## src/rtl/fc_pkg.sv

```systemverilog
package fc_pkg;

    // Largest value NUM_DIGITS decimal digits can show: 10^digits - 1
    function automatic longint unsigned fc_max_value(int digits);
        longint unsigned r;
        r = 1;
        for (int i = 0; i < digits; i++) begin
            r = r * 10;
        end
        return r - 1;
    endfunction

endpackage

```

## src/rtl/fc_sync_edge.sv

```systemverilog
module fc_sync_edge (
    input  logic clk_i,
    input  logic rst_ni,
    input  logic sig_i,
    output logic rise_o
);
    typedef struct packed {
        logic meta;
        logic sync;
        logic last;
    } sync_t;

    sync_t st_d, st_q;

    always_comb begin
        st_d      = st_q;
        st_d.meta = sig_i;
        st_d.sync = st_q.meta;
        st_d.last = st_q.sync;
    end

    always_ff @(posedge clk_i or negedge rst_ni) begin
        if (!rst_ni) st_q <= '0;
        else         st_q <= st_d;
    end

    assign rise_o = st_q.sync & ~st_q.last;

    // a detected rise lasts a single cycle
    assert_rise_single_R8: assert property (@(posedge clk_i) disable iff (!rst_ni)
        rise_o |=> !rise_o);

endmodule

```

## src/rtl/fc_gate_counter.sv

```systemverilog
module fc_gate_counter #(
    parameter int GATE_CYCLES = 50_000_000,
    parameter int CNT_W       = 33
) (
    input  logic             clk_i,
    input  logic             rst_ni,
    input  logic             rise_i,
    output logic             start_o,
    output logic [CNT_W-1:0] count_o
);
    localparam int GATE_W = $clog2(GATE_CYCLES);
    localparam logic [GATE_W-1:0] GATE_LAST = GATE_W'(GATE_CYCLES - 1);

    typedef struct packed {
        logic [GATE_W-1:0] gate;
        logic [CNT_W-1:0]  acc;
        logic [CNT_W-1:0]  count;
        logic              start;
    } gate_t;

    gate_t st_d, st_q;

    always_comb begin
        st_d       = st_q;
        st_d.start = 1'b0;
        if (st_q.gate == GATE_LAST) begin
            st_d.gate  = '0;
            st_d.count = st_q.acc + CNT_W'(rise_i);
            st_d.acc   = '0;
            st_d.start = 1'b1;
        end else begin
            st_d.gate = st_q.gate + 1'b1;
            st_d.acc  = st_q.acc + CNT_W'(rise_i);
        end
    end

    always_ff @(posedge clk_i or negedge rst_ni) begin
        if (!rst_ni) st_q <= '0;
        else         st_q <= st_d;
    end

    assign start_o = st_q.start;
    assign count_o = st_q.count;

    // window wraps after its last cycle and hands off a result
    assert_gate_wrap_R3: assert property (@(posedge clk_i) disable iff (!rst_ni)
        (st_q.gate == GATE_LAST) |=> (st_q.gate == '0 && start_o));
    // accumulator never wraps inside a window
    assert_no_overflow_R3: assert property (@(posedge clk_i) disable iff (!rst_ni)
        (st_q.gate != GATE_LAST) |=> (st_q.acc >= $past(st_q.acc)));
    // the handed-off count only moves with a start pulse
    assert_count_hold_R3: assert property (@(posedge clk_i) disable iff (!rst_ni)
        !start_o |-> $stable(count_o));

endmodule

```

## src/rtl/fc_bcd_conv.sv

```systemverilog
module fc_bcd_conv #(
    parameter int CNT_W      = 33,
    parameter int NUM_DIGITS = 8
) (
    input  logic                    clk_i,
    input  logic                    rst_ni,
    input  logic                    start_i,
    input  logic [CNT_W-1:0]        bin_i,
    output logic [4*NUM_DIGITS-1:0] digits_o,
    output logic                    valid_o
);
    localparam int BCD_W = 4 * NUM_DIGITS;
    localparam int SH_W  = BCD_W + CNT_W;
    localparam int IT_W  = $clog2(CNT_W);
    localparam logic [CNT_W-1:0] MAX_VAL = CNT_W'(fc_pkg::fc_max_value(NUM_DIGITS));
    localparam logic [IT_W-1:0]  IT_LAST = IT_W'(CNT_W - 1);

    typedef struct packed {
        logic [SH_W-1:0]  sh;
        logic [IT_W-1:0]  iter;
        logic             busy;
        logic [BCD_W-1:0] digits;
        logic             valid;
    } conv_t;

    conv_t            st_d, st_q;
    logic [SH_W-1:0]  adj;
    logic [SH_W-1:0]  shifted;
    logic [CNT_W-1:0] clipped;

    always_comb begin
        adj = st_q.sh;
        for (int i = 0; i < NUM_DIGITS; i++) begin
            if (adj[CNT_W + 4*i +: 4] >= 4'd5) begin
                adj[CNT_W + 4*i +: 4] = adj[CNT_W + 4*i +: 4] + 4'd3;
            end
        end
        shifted = {adj[SH_W-2:0], 1'b0};
        clipped = (bin_i > MAX_VAL) ? MAX_VAL : bin_i;

        st_d       = st_q;
        st_d.valid = 1'b0;
        if (start_i) begin
            st_d.sh   = {{BCD_W{1'b0}}, clipped};
            st_d.iter = '0;
            st_d.busy = 1'b1;
        end else if (st_q.busy) begin
            st_d.sh   = shifted;
            st_d.iter = st_q.iter + 1'b1;
            if (st_q.iter == IT_LAST) begin
                st_d.busy   = 1'b0;
                st_d.digits = shifted[SH_W-1 -: BCD_W];
                st_d.valid  = 1'b1;
            end
        end
    end

    always_ff @(posedge clk_i or negedge rst_ni) begin
        if (!rst_ni) st_q <= '0;
        else         st_q <= st_d;
    end

    assign digits_o = st_q.digits;
    assign valid_o  = st_q.valid;

    // a new value never arrives mid-conversion
    assert_start_idle_R9: assert property (@(posedge clk_i) disable iff (!rst_ni)
        start_i |-> !st_q.busy);
    // strobe lasts one cycle
    assert_valid_pulse_R6: assert property (@(posedge clk_i) disable iff (!rst_ni)
        valid_o |=> !valid_o);
    // digits only move together with the strobe
    assert_digits_hold_R7: assert property (@(posedge clk_i) disable iff (!rst_ni)
        !valid_o |-> $stable(digits_o));

    // each published digit is a legal BCD value
    for (genvar g = 0; g < NUM_DIGITS; g++) begin : g_digit_chk
        assert_digit_range_R4: assert property (@(posedge clk_i) disable iff (!rst_ni)
            valid_o |-> (digits_o[4*g +: 4] <= 4'd9));
    end

endmodule

```

## src/rtl/freq_meter.sv

```systemverilog
module freq_meter #(
    parameter int GATE_CYCLES = 50_000_000,
    parameter int CNT_W       = 33,
    parameter int NUM_DIGITS  = 8
) (
    input  logic                    clk_i,
    input  logic                    rst_ni,
    input  logic                    sig_i,
    output logic [4*NUM_DIGITS-1:0] digits_o,
    output logic                    valid_o
);
    logic             rise;
    logic             start;
    logic [CNT_W-1:0] count;

    fc_sync_edge i_sync (
        .clk_i  (clk_i),
        .rst_ni (rst_ni),
        .sig_i  (sig_i),
        .rise_o (rise)
    );

    fc_gate_counter #(
        .GATE_CYCLES (GATE_CYCLES),
        .CNT_W       (CNT_W)
    ) i_gate (
        .clk_i   (clk_i),
        .rst_ni  (rst_ni),
        .rise_i  (rise),
        .start_o (start),
        .count_o (count)
    );

    fc_bcd_conv #(
        .CNT_W      (CNT_W),
        .NUM_DIGITS (NUM_DIGITS)
    ) i_conv (
        .clk_i    (clk_i),
        .rst_ni   (rst_ni),
        .start_i  (start),
        .bin_i    (count),
        .digits_o (digits_o),
        .valid_o  (valid_o)
    );

    // reset state at the ports
    assert_reset_quiet_R1: assert property (@(posedge clk_i)
        !rst_ni |-> (!valid_o && digits_o == '0));

endmodule

```

## config.mk

```make
export PLATFORM = sky130hd
export DESIGN_NAME = freq_meter
export DESIGN_NICKNAME = d
export VERILOG_FILES = /design/src/rtl/fc_pkg.sv /design/src/rtl/fc_sync_edge.sv /design/src/rtl/fc_gate_counter.sv /design/src/rtl/fc_bcd_conv.sv /design/src/rtl/freq_meter.sv
export SDC_FILE = /design/constraint.sdc
export NUM_CORES = 1
export LEC_CHECK = 0
export ABC_CLOCK_PERIOD_IN_PS = 6400
export CAP_MARGIN = 20
export CORE_MARGIN = 4
export CORE_UTILIZATION = 55
export CTS_CLUSTER_DIAMETER = 100
export DETAILED_ROUTE_END_ITERATION = 7
export GPL_ROUTABILITY_DRIVEN = 0
export PLACE_DENSITY_LB_ADDON = 0.25
export SLEW_MARGIN = 20
export SYNTH_ARGS = -nofsm -noshare
export SYNTH_HDL_FRONTEND = slang
export SYNTH_SLANG_ARGS = --single-unit
```

## constraint.sdc

```tcl
create_clock -name clk_i -period 6.4 [get_ports clk_i]
set_clock_uncertainty 0.05 [all_clocks]
set_input_delay 0.96 -clock clk_i [delete_from_list [all_inputs] [get_ports clk_i]]
set_output_delay 0.96 -clock clk_i [all_outputs]
set_load 0.005 [all_outputs]
```

=== Yosys cells after proc, flatten, opt, wreduce, memory -nomap -nowiden ===
Cells that the tools add are included.

* Register bits: 201
* Output and inout bits: 33

* Add/sub/neg operators: 11
* Order comparisons: 9
* Equality and inequality tests: 2
* Muxes and demuxes: 15
* Bitwise operators: 3
* Reduce and logical (&&, ||, !) cells: 2

{| class="wikitable"
|+ Operators by type and width
! kind !! number
|-
| 2-to-1 mux 105 bit || 1
|-
| 2-to-1 mux 72 bit || 1
|-
| 2-to-1 mux 59 bit || 1
|-
| 2-to-1 mux 34 bit || 1
|-
| adder 33 x 1 -> 33 bit || 1
|-
| greater-than comparator 33 x 27 -> 1 bit (second input constant) || 1
|-
| 2-to-1 mux 33 bit || 1
|-
| greater-or-equal comparator 4 x 3 -> 1 bit (second input constant) || 8
|-
| adder 4 x 2 -> 4 bit (second input constant) || 7
|-
| 2-to-1 mux 4 bit || 7
|-
| adder 26 x 1 -> 26 bit (second input constant) || 1
|-
| equality test 26 bit (second input constant) || 1
|-
| adder 6 x 1 -> 6 bit (second input constant) || 1
|-
| equality test 6 bit (second input constant) || 1
|-
| adder 3 x 2 -> 3 bit (second input constant) || 1
|-
| 2-to-1 mux 3 bit || 1
|-
| AND reduction 3 bit || 1
|-
| 2-to-1 mux 1 bit || 2
|-
| inverter 1 bit || 2
|-
| nonzero test 2 bit || 1
|-
| bitwise AND 1 bit || 1
|}

=== Logic depth before layout (Yosys ltp) ===
Gate-level depths: netlist of run 1.

* Depth after elaboration: 5
* Mapped depth: 9
* Mapped depth without buffers: 8

=== Cells and area by module ===
Synthesis of run 1 repeated with hierarchy kept, for this count alone.

* Cell total of the unflattened synthesis: 935
* Area, all modules: 9977.1 um^2

{| class="wikitable"
|+ Modules (own cells, without submodules)
! module !! times used !! cells each !! area an instance (um^2) !! seq. area each (um^2)
|-
| fc_bcd_conv || 1 || 515 || 5541.6 || 2627.5
|-
| fc_gate_counter || 1 || 416 || 4346.7 || 2327.2
|-
| fc_sync_edge || 1 || 4 || 88.8 || 75.1
|}

=== Least setup slack after synthesis of run 1 ===
OpenSTA, ideal clock, no wires.

* Kind: flip-flop to flip-flop
* Start: reg i_sync.st_q[0] (netlist bit)
* End: reg i_gate.st_q (netlist bit i_gate.count_o[32])
* Setup time: 134 ps
* Arrival time: 1850 ps
* Required time: 6216 ps
* Path slack: 4366 ps
* Stages on the path, launching flop included: 10
* Buffers on the path: 1
* Cell sequence: dfrtp_1 -> nor2b_1 -> ha_1 -> ha_1 -> nand3_1 -> nor3_1 -> clkbuf_1 -> nand4_1 -> xor2_1 -> o21ai_0

* Longest elaborated chain between the ends: 3

{| class="wikitable"
|+ Ends and longest elaborated chain
! element !! line !! source
|-
| from (decl) || fc_sync_edge.sv:13 || <nowiki>sync_t st_d, st_q;</nowiki>
|-
| from (signal assigned) || fc_sync_edge.sv:24 || <nowiki>else st_q <= st_d;</nowiki>
|-
| inverter 1 bit || fc_sync_edge.sv:27 || <nowiki>assign rise_o = st_q.sync & ~st_q.last;</nowiki>
|-
| bitwise AND 1 bit || fc_sync_edge.sv:27 ||
|-
| adder 33 x 1 -> 33 bit || fc_gate_counter.sv:28 || <nowiki>st_d.count = st_q.acc + CNT_W'(rise_i);</nowiki>
|-
| to (signal assigned) || fc_gate_counter.sv:39 || <nowiki>else st_q <= st_d;</nowiki>
|-
| to (decl) || fc_gate_counter.sv:21 || <nowiki>gate_t st_d, st_q;</nowiki>
|}

Every way passes these cells.
A chain may end at the register's enable or synchronous reset.

=== Worst setup path after layout of run 1 ===
* Start: reg i_gate.st_q (netlist bit i_gate.start_o)
* End: reg i_conv.st_q (netlist bit i_conv.adj[4])

* Longest elaborated chain between the ends: 1
* Elaborated cells on any way between the ends: 2
* Classes of those cells: mux (1); reduce/logical (1)

{| class="wikitable"
|+ Ends and longest elaborated chain
! element !! line !! source
|-
| 2-to-1 mux 72 bit / nonzero test 2 bit (equally long branches) || - ||
|-
| to (signal assigned) || fc_bcd_conv.sv:60 || <nowiki>else st_q <= st_d;</nowiki>
|-
| to (decl) || fc_bcd_conv.sv:26 || <nowiki>conv_t st_d, st_q;</nowiki>
|}

Parallel ways exist; a longest one is shown, timed or not.

==> results of run 1 <==
synthesized netlist by cell type (8+ instances only):
cell	n	area, µm²
clkbuf_1	30	113
a21oi_1	37	185
nand3_1	34	170
nand4_1	23	144
and3_1	11	68.8
mux2i_1	35	350
nor3b_1	15	113
o22a_1	19	166
a211oi_1	10	75.1
nor2_1	92	345
o22ai_1	8	50.1
nor2b_1	12	75.1
xnor2_1	25	219
buf_4	32	240
o21ai_0	73	365
dfrtp_1	201	5030
inv_1	30	113
nand2b_1	8	50.1
nand2_1	99	372
mux2_2	23	259
xor2_1	40	350
ha_1	21	263
path summary, 6_finish.rpt:
| kind | end | slack, ns | depth (start not counted) |
|---|---|---|---|
| worst min-delay path | i_sync.st_d[0] | 0.31 | 0 |
| worst min register to register | i_sync.st_d[0] | 0.31 | 0 |
| worst max register to register | i_conv.adj[4] | 3.49 | 5 |
| worst max-delay path | i_conv.adj[4] | 3.49 | 5 |
| min in group asynchronous | i_conv.digits_o[11] | 0.48 | 1 |
| max in group asynchronous | i_gate.count_o[15] | 4.42 | 2 |
where the power goes:
group	switching (mW)	internal, mW	leakage [nW]
Combinational	0.0425	0.0197	1.53
Sequential	0.0139	1.29	2.78
Clock	0.484	0.806	0.376
Total	0.541	2.11	4.68
registers in the layout (all words and copies together), names as in the netlist:
signal	cells
i_gate.st_q	59
i_conv.st_q	39
i_conv.adj	33
i_gate.count_o	33
i_conv.digits_o	32
i_sync.st_d	2
i_conv.valid_o	1
i_gate.start_o	1
i_sync.st_q	1
per-layer routing:
metal	part of all wire	GRT usage	up-vias	wire length [µm]
li1	-	-	3138	-
met1	0.49	0.253	3071	8280
met2	0.46	0.280	90	7680
met3	0.032	0.0259	26	545
met4	0.021	0.0499	0	361
met5	0	0	-	0
area by class of cell:
type / count / area [µm²]
sequential: 201 / 5030
clock buffer: 34 / 677
clock inverter: 6 / 80.1
timing repair buffer: 43 / 414
tap: 220 / 275
inverter: 31 / 116
fill: 1398 / 6210
multi-input combinational: 620 / 3890
metrics by stage:
stage               power (mW)  hold slack (ns)  instance area, µm²  instances
finish                    2.66            0.308               10500       1155
global route              2.76            0.322               10500       1155
CTS                       2.69            0.314               10500       1155
detailed placement        1.39            0.301                9730       1115
global placement          1.39            0.295                9730       1115
floorplan                 1.35            0.281                9460        927
cells by family after synthesis:
family / Yosys count / share of synthesized area
xor gates and xnor gates: 65 / 0.0602
buffers and inverters: 106 / 0.0572
AOI/OAI and AO/OA: 150 / 0.0910
and+or+nand+nor: 326 / 0.168
adders and majority gates: 21 / 0.0278
muxes: 58 / 0.0644
DFF: 201 / 0.531
==> qor.txt, run 1 <==
Status -> finished clean
Fin crit share -> 0.455
Vias in the first global route -> 6134
Worst Path Buf+Inv -> 1
Final Hold Vio Count -> 0
Most common cell after layout, fill and taps aside -> dfrtp_1
Synthesized area -> 0.00946 mm²
Pin count of the biggest net entering global routing -> 91
Max Fanout on Critical Path -> 55
Req. time, crit path -> 6.72 ns
Crit start category -> register
Cts bufs inserted -> 22
Setup_tns -> 0 ns
FP Rows -> 47
Root buffer cell -> clkbuf_16
WL final -> 16900 µm
Clock buffer depth -> 3
P_leak -> 4.68 nW
Nature of the critical path endpoint -> register
Drt wl/cell -> 14.6 µm
Ant. Diodes -> 0
Die width -> 139 µm
First-pass GRT wire length -> 29500 µm
FFs w/ async S/R, synth -> 1.00
HPWL after DPL -> 10600 µm
CTS H-tree lvls -> 1
Initial core utilization -> 0.567
Seq cells post-synth -> 201
Final ANT Viol Nets -> 0
HP Start -> i_sync.st_d[1]
Main synth FF type -> dfrtp_1
Slowest-stage cell, CP -> dfrtp_2
Most frequent cells in the layout -> dfrtp_1, nand2_1, nor2_1
DR vias/cell -> 5.48
Slew @ Worst Pin -> 1.06 ns
GRT Total Usage -> 0.176
Tmin final -> 2.91 ns
Crit path DAT -> 3.24 ns
Ports -> 36
CP peak stage delay -> 0.58 ns
Pins over their slew limit -> 0
Final cell utilization of the core -> 0.628
Post-Syn Nets -> 951
MaxCap Viol Count -> 0
CP Launch Point -> i_gate.start_o
Fmax -> 0.343 GHz
Area grow syn2layout -> 10.8%
Routed vias -> 6325
Peak VDD IR -> 0.000213 V
Unrepaired setup endpoints after global routing -> false
Worst-path clk slew -> 0.06 ns
Hold_buf cts -> 0
Nets -> 943
Later-pin clock latency in the skew report -> 0.50 ns
Syn Area/Cell -> 10.2 µm²
Global route total overflow -> 0
EDFF count, synth -> 0
Clk sinks -> 201
Cell Chain, Critical Path -> buf_4 > nand4b_1 > or4_1 > or2_1 > o22a_1
Worst setup margin -> 3.49 ns
Max-slew headroom -> 0.293
DRT iter0 DRCs -> 354
Ys Warns -> 0
Die area -> 0.0194 mm²
Share of cells above drive strength 1 -> 0.0791
Postcts setup bufs -> 0
Tightest Hold Check Type -> register to register
Initial antenna violation count -> 0
Crit-path leading delay family -> simple AND/OR/NAND/NOR gates
Yosys cell types -> 42
Port-buffer cells -> 35
Post-synthesis sequential area ratio -> 0.531
Core area -> 0.0167 mm²
FF-to-FF Start -> i_gate.start_o
Dpl ws -> 3.50 ns
CP Class -> register to register
Final Setup Violations -> 0
Pwr dens -> 253 mW/mm²
Syn Inst Count -> 927
CTS resizes -> 0
Die height -> 139 µm
Residual DRC -> 0
TritonCTS clock tree -> done
Initial DRT Pass Iterations -> 5
Note: power is estimated with default switching activity, not from simulation.
==> run 2, diff against run 1 <==
- ABC_CLOCK_PERIOD_IN_PS: 6400 -> 2700
- clock period: 6.4 -> 2.7 ns (I/O delays scaled with it)
==> run 2 against run 1 <==
  * Combinational power grew to 2.5 times the previous value
  * Utilization is 0.61 points higher
  * Global-route usage up 0.18 points
  * Clock-buffer cell count down 1
  * Critical path type unchanged
  * Critical endpoint is now i_conv.adj[3]
==> qor.txt, run 2 (synthesis results as in run 1) <==
CTS resizes -> 0 (unchanged)
Clk sinks -> 201 (unchanged)
Later-pin clock latency in the skew report -> 0.50 ns (about the same)
R2r worst-path depth -> 5 (unchanged)
Ant. Diodes -> 0 (unchanged)
DR vias/cell -> 5.40 (was 5.48)
GRT Total Usage -> 0.177 (was 0.176)
CP Class -> register to register (unchanged)
Initial antenna violation count -> 0 (unchanged)
FP Rows -> 47 (unchanged)
Nets -> 953 (was 943)
Core area -> 0.0167 mm² (unchanged)
Cell area after layout -> 0.0106 mm² (was 0.0105 mm²)
Hold_ws -> 0.288 ns (was 0.308 ns)
Vias in the first global route -> 6001 (was 6134)
WL final -> 16800 µm (was 16900 µm)
FF-to-FF Start -> i_gate.count_o[27] (was i_gate.start_o)
DRT iter0 DRCs -> 422 (was 354)
Fin crit share -> 0.808 (was 0.455)
Routed vias -> 6284 (was 6325)
Max reg flops -> 59 (unchanged)
Req. time, crit path -> 3.04 ns (was 6.72 ns)
Flop pwr share -> 0.505 (was 0.491)
Crit start category -> register (unchanged)
Ports -> 36 (unchanged)
Worst-path clk slew -> 0.06 ns (about the same)
Final Setup Violations -> 0 (unchanged)
Area after DPL -> 0.00986 mm² (was 0.00973 mm²)
HP Start -> sig_i (was i_sync.st_d[1])
Tightest Hold Check Type -> input port to register (was register to register)
Root buffer cell -> clkbuf_16 (unchanged)
Peak VDD IR -> 0.000651 V (was 0.000213 V)
Dpl ws -> 0.544 ns (was 3.50 ns)
Pin count of the biggest net entering global routing -> 72 (was 91)
Crit path DAT -> 2.52 ns (was 3.24 ns)
Die height -> 139 µm (unchanged)
Cts bufs inserted -> 22 (unchanged)
Multi-input logic area -> 0.00389 mm² (unchanged)
Residual DRC -> 0 (unchanged)
Share of cells above drive strength 1 -> 0.0890 (was 0.0791)
Final cell utilization of the core -> 0.634 (was 0.628)
HPWL after DPL -> 11200 µm (was 10600 µm)
Pwr dens -> 578 mW/mm² (was 253 mW/mm²)
Hold path cells -> 1 (was 0)
Tmin final -> 2.18 ns (was 2.91 ns)
Worst R2R End -> i_conv.adj[3] (was i_conv.adj[4])
Reg area -> 0.00503 mm² (unchanged)
Status -> finished clean (unchanged)
Max-slew headroom -> 0.566 (was 0.293)
Clock buffer depth -> 3 (unchanged)
Top reg by flops -> i_gate.st_q (unchanged)
Max Fanout on Critical Path -> 19 (was 55)
Logic pwr share -> 0.026 (was 0.023)
Cell Int Power -> 4.83 mW (was 2.11 mW)
Worst setup margin -> 0.517 ns (was 3.49 ns)
Drt wl/cell -> 14.4 µm (was 14.6 µm)
Pwr Total -> 6.12 mW (was 2.66 mW)
Reg2reg setup slack -> 0.52 ns (was 3.49 ns)
Initial core utilization -> 0.567 (unchanged)
Filler-free cell count of the finished design -> 1164 (was 1155)
Die area -> 0.0194 mm² (unchanged)
P_leak -> 4.72 nW (was 4.68 nW)
TritonCTS clock tree -> done (unchanged)
Final ANT Viol Nets -> 0 (unchanged)
Fmax -> 0.458 GHz (was 0.343 GHz)
Nature of the critical path endpoint -> register (unchanged)
Final Hold Vio Count -> 0 (unchanged)
Postcts setup bufs -> 0 (unchanged)
First-pass GRT wire length -> 29600 µm (was 29500 µm)
Clock group share of total power -> 0.470 (was 0.486)
MaxCap Viol Count -> 0 (unchanged)
Pins over their slew limit -> 0 (unchanged)
Most common cell after layout, fill and taps aside -> dfrtp_1 (unchanged)
WHS Endpoint -> i_sync.st_d[1] (was i_sync.st_d[0])
CTS H-tree lvls -> 1 (unchanged)
Unrepaired setup endpoints after global routing -> false (unchanged)
Placed Cells -> 1124 (was 1115)
Die width -> 139 µm (unchanged)
Fillers -> 1335 (was 1398)
Most frequent cells in the layout -> dfrtp_1, nand2_1, nor2_1 (unchanged)
Global route total overflow -> 0 (unchanged)
Port-buffer cells -> 35 (unchanged)
Slew @ Worst Pin -> 0.650 ns (was 1.06 ns)
Area grow syn2layout -> 11.9% (was 10.8%)
Top flop regs -> i_gate.st_q: 59 flops, i_conv.st_q: 39 flops (unchanged)
Setup_tns -> 0 ns (unchanged)
Initial DRT Pass Iterations -> 6 (was 5)
Net Sw Frac -> 0.211 (was 0.204)
Sw Pwr -> 1.29 mW (was 0.541 mW)
Hold_buf cts -> 1 (was 0)
-- run 2: cell count changes in the layout (fill, tap and decap cells not counted), moves of 2 or more --
cell | previous run | this run
clkinvlp_4 | 0 | 2
buf_12 | 0 | 5
bufinv_16 | 2 | 0
buf_4 | 8 | 12
clkbuf_1 | 5 | 3
clkbuf_8 | 7 | 9
-- run 2: layer usage --
| metal | routed length, µm | vias to the layer above | track usage |
|---|---|---|---|
| met5 | 0 | - | 0 |
| met4 | 273 | 0 | 0.0448 |
| met3 | 582 | 26 | 0.0266 |
| met2 | 7630 | 90 | 0.271 |
| met1 | 8270 | 3014 | 0.269 |
| li1 | - | 3154 | - |
-- run 2: cell type report --
cell class / instances / area share
Clock buffer: 33 / 0.0634
Clock inverter: 6 / 0.00437
Inverter: 31 / 0.0110
Multi-Input combinational cell: 620 / 0.368
Sequential cell: 201 / 0.475
Tap cell: 220 / 0.0260
Timing Repair Buffer: 53 / 0.0523
-- run 2: power groups by stage --
stage,sequential (mW),clock (mW),combinational [mW]
after global placement,3.14,0,0.160
final,3.09,2.88,0.156
after global routing,3.10,3.11,0.189
after floorplan,3.14,0,0.0695
after CTS,3.09,2.97,0.164
after detailed placement,3.14,0,0.164
-- run 2: worst max path at each step --
stage | startpoint | end | slack (ns)
after CTS | i_gate.count_o[27] | i_conv.adj[3] | 0.53
after global routing | i_sync.st_d[0] | i_gate.count_o[32] | 0.34
after global placement | i_gate.count_o[27] | i_conv.adj[2] | 0.54
after floorplan | i_sync.st_q[0] | i_gate.count_o[32] | 0.67
after detailed placement | i_gate.count_o[27] | i_conv.adj[3] | 0.54
final | i_gate.count_o[27] | i_conv.adj[3] | 0.52
-- run 2: worst max-delay path, cell delays in order, from the launching register on --
cell and delay (ns):
dfrtp_1 0.39, nor2_2 0.16, nand4b_1 0.15, or4_1 0.50, or2_1 0.50, o22a_1 0.31
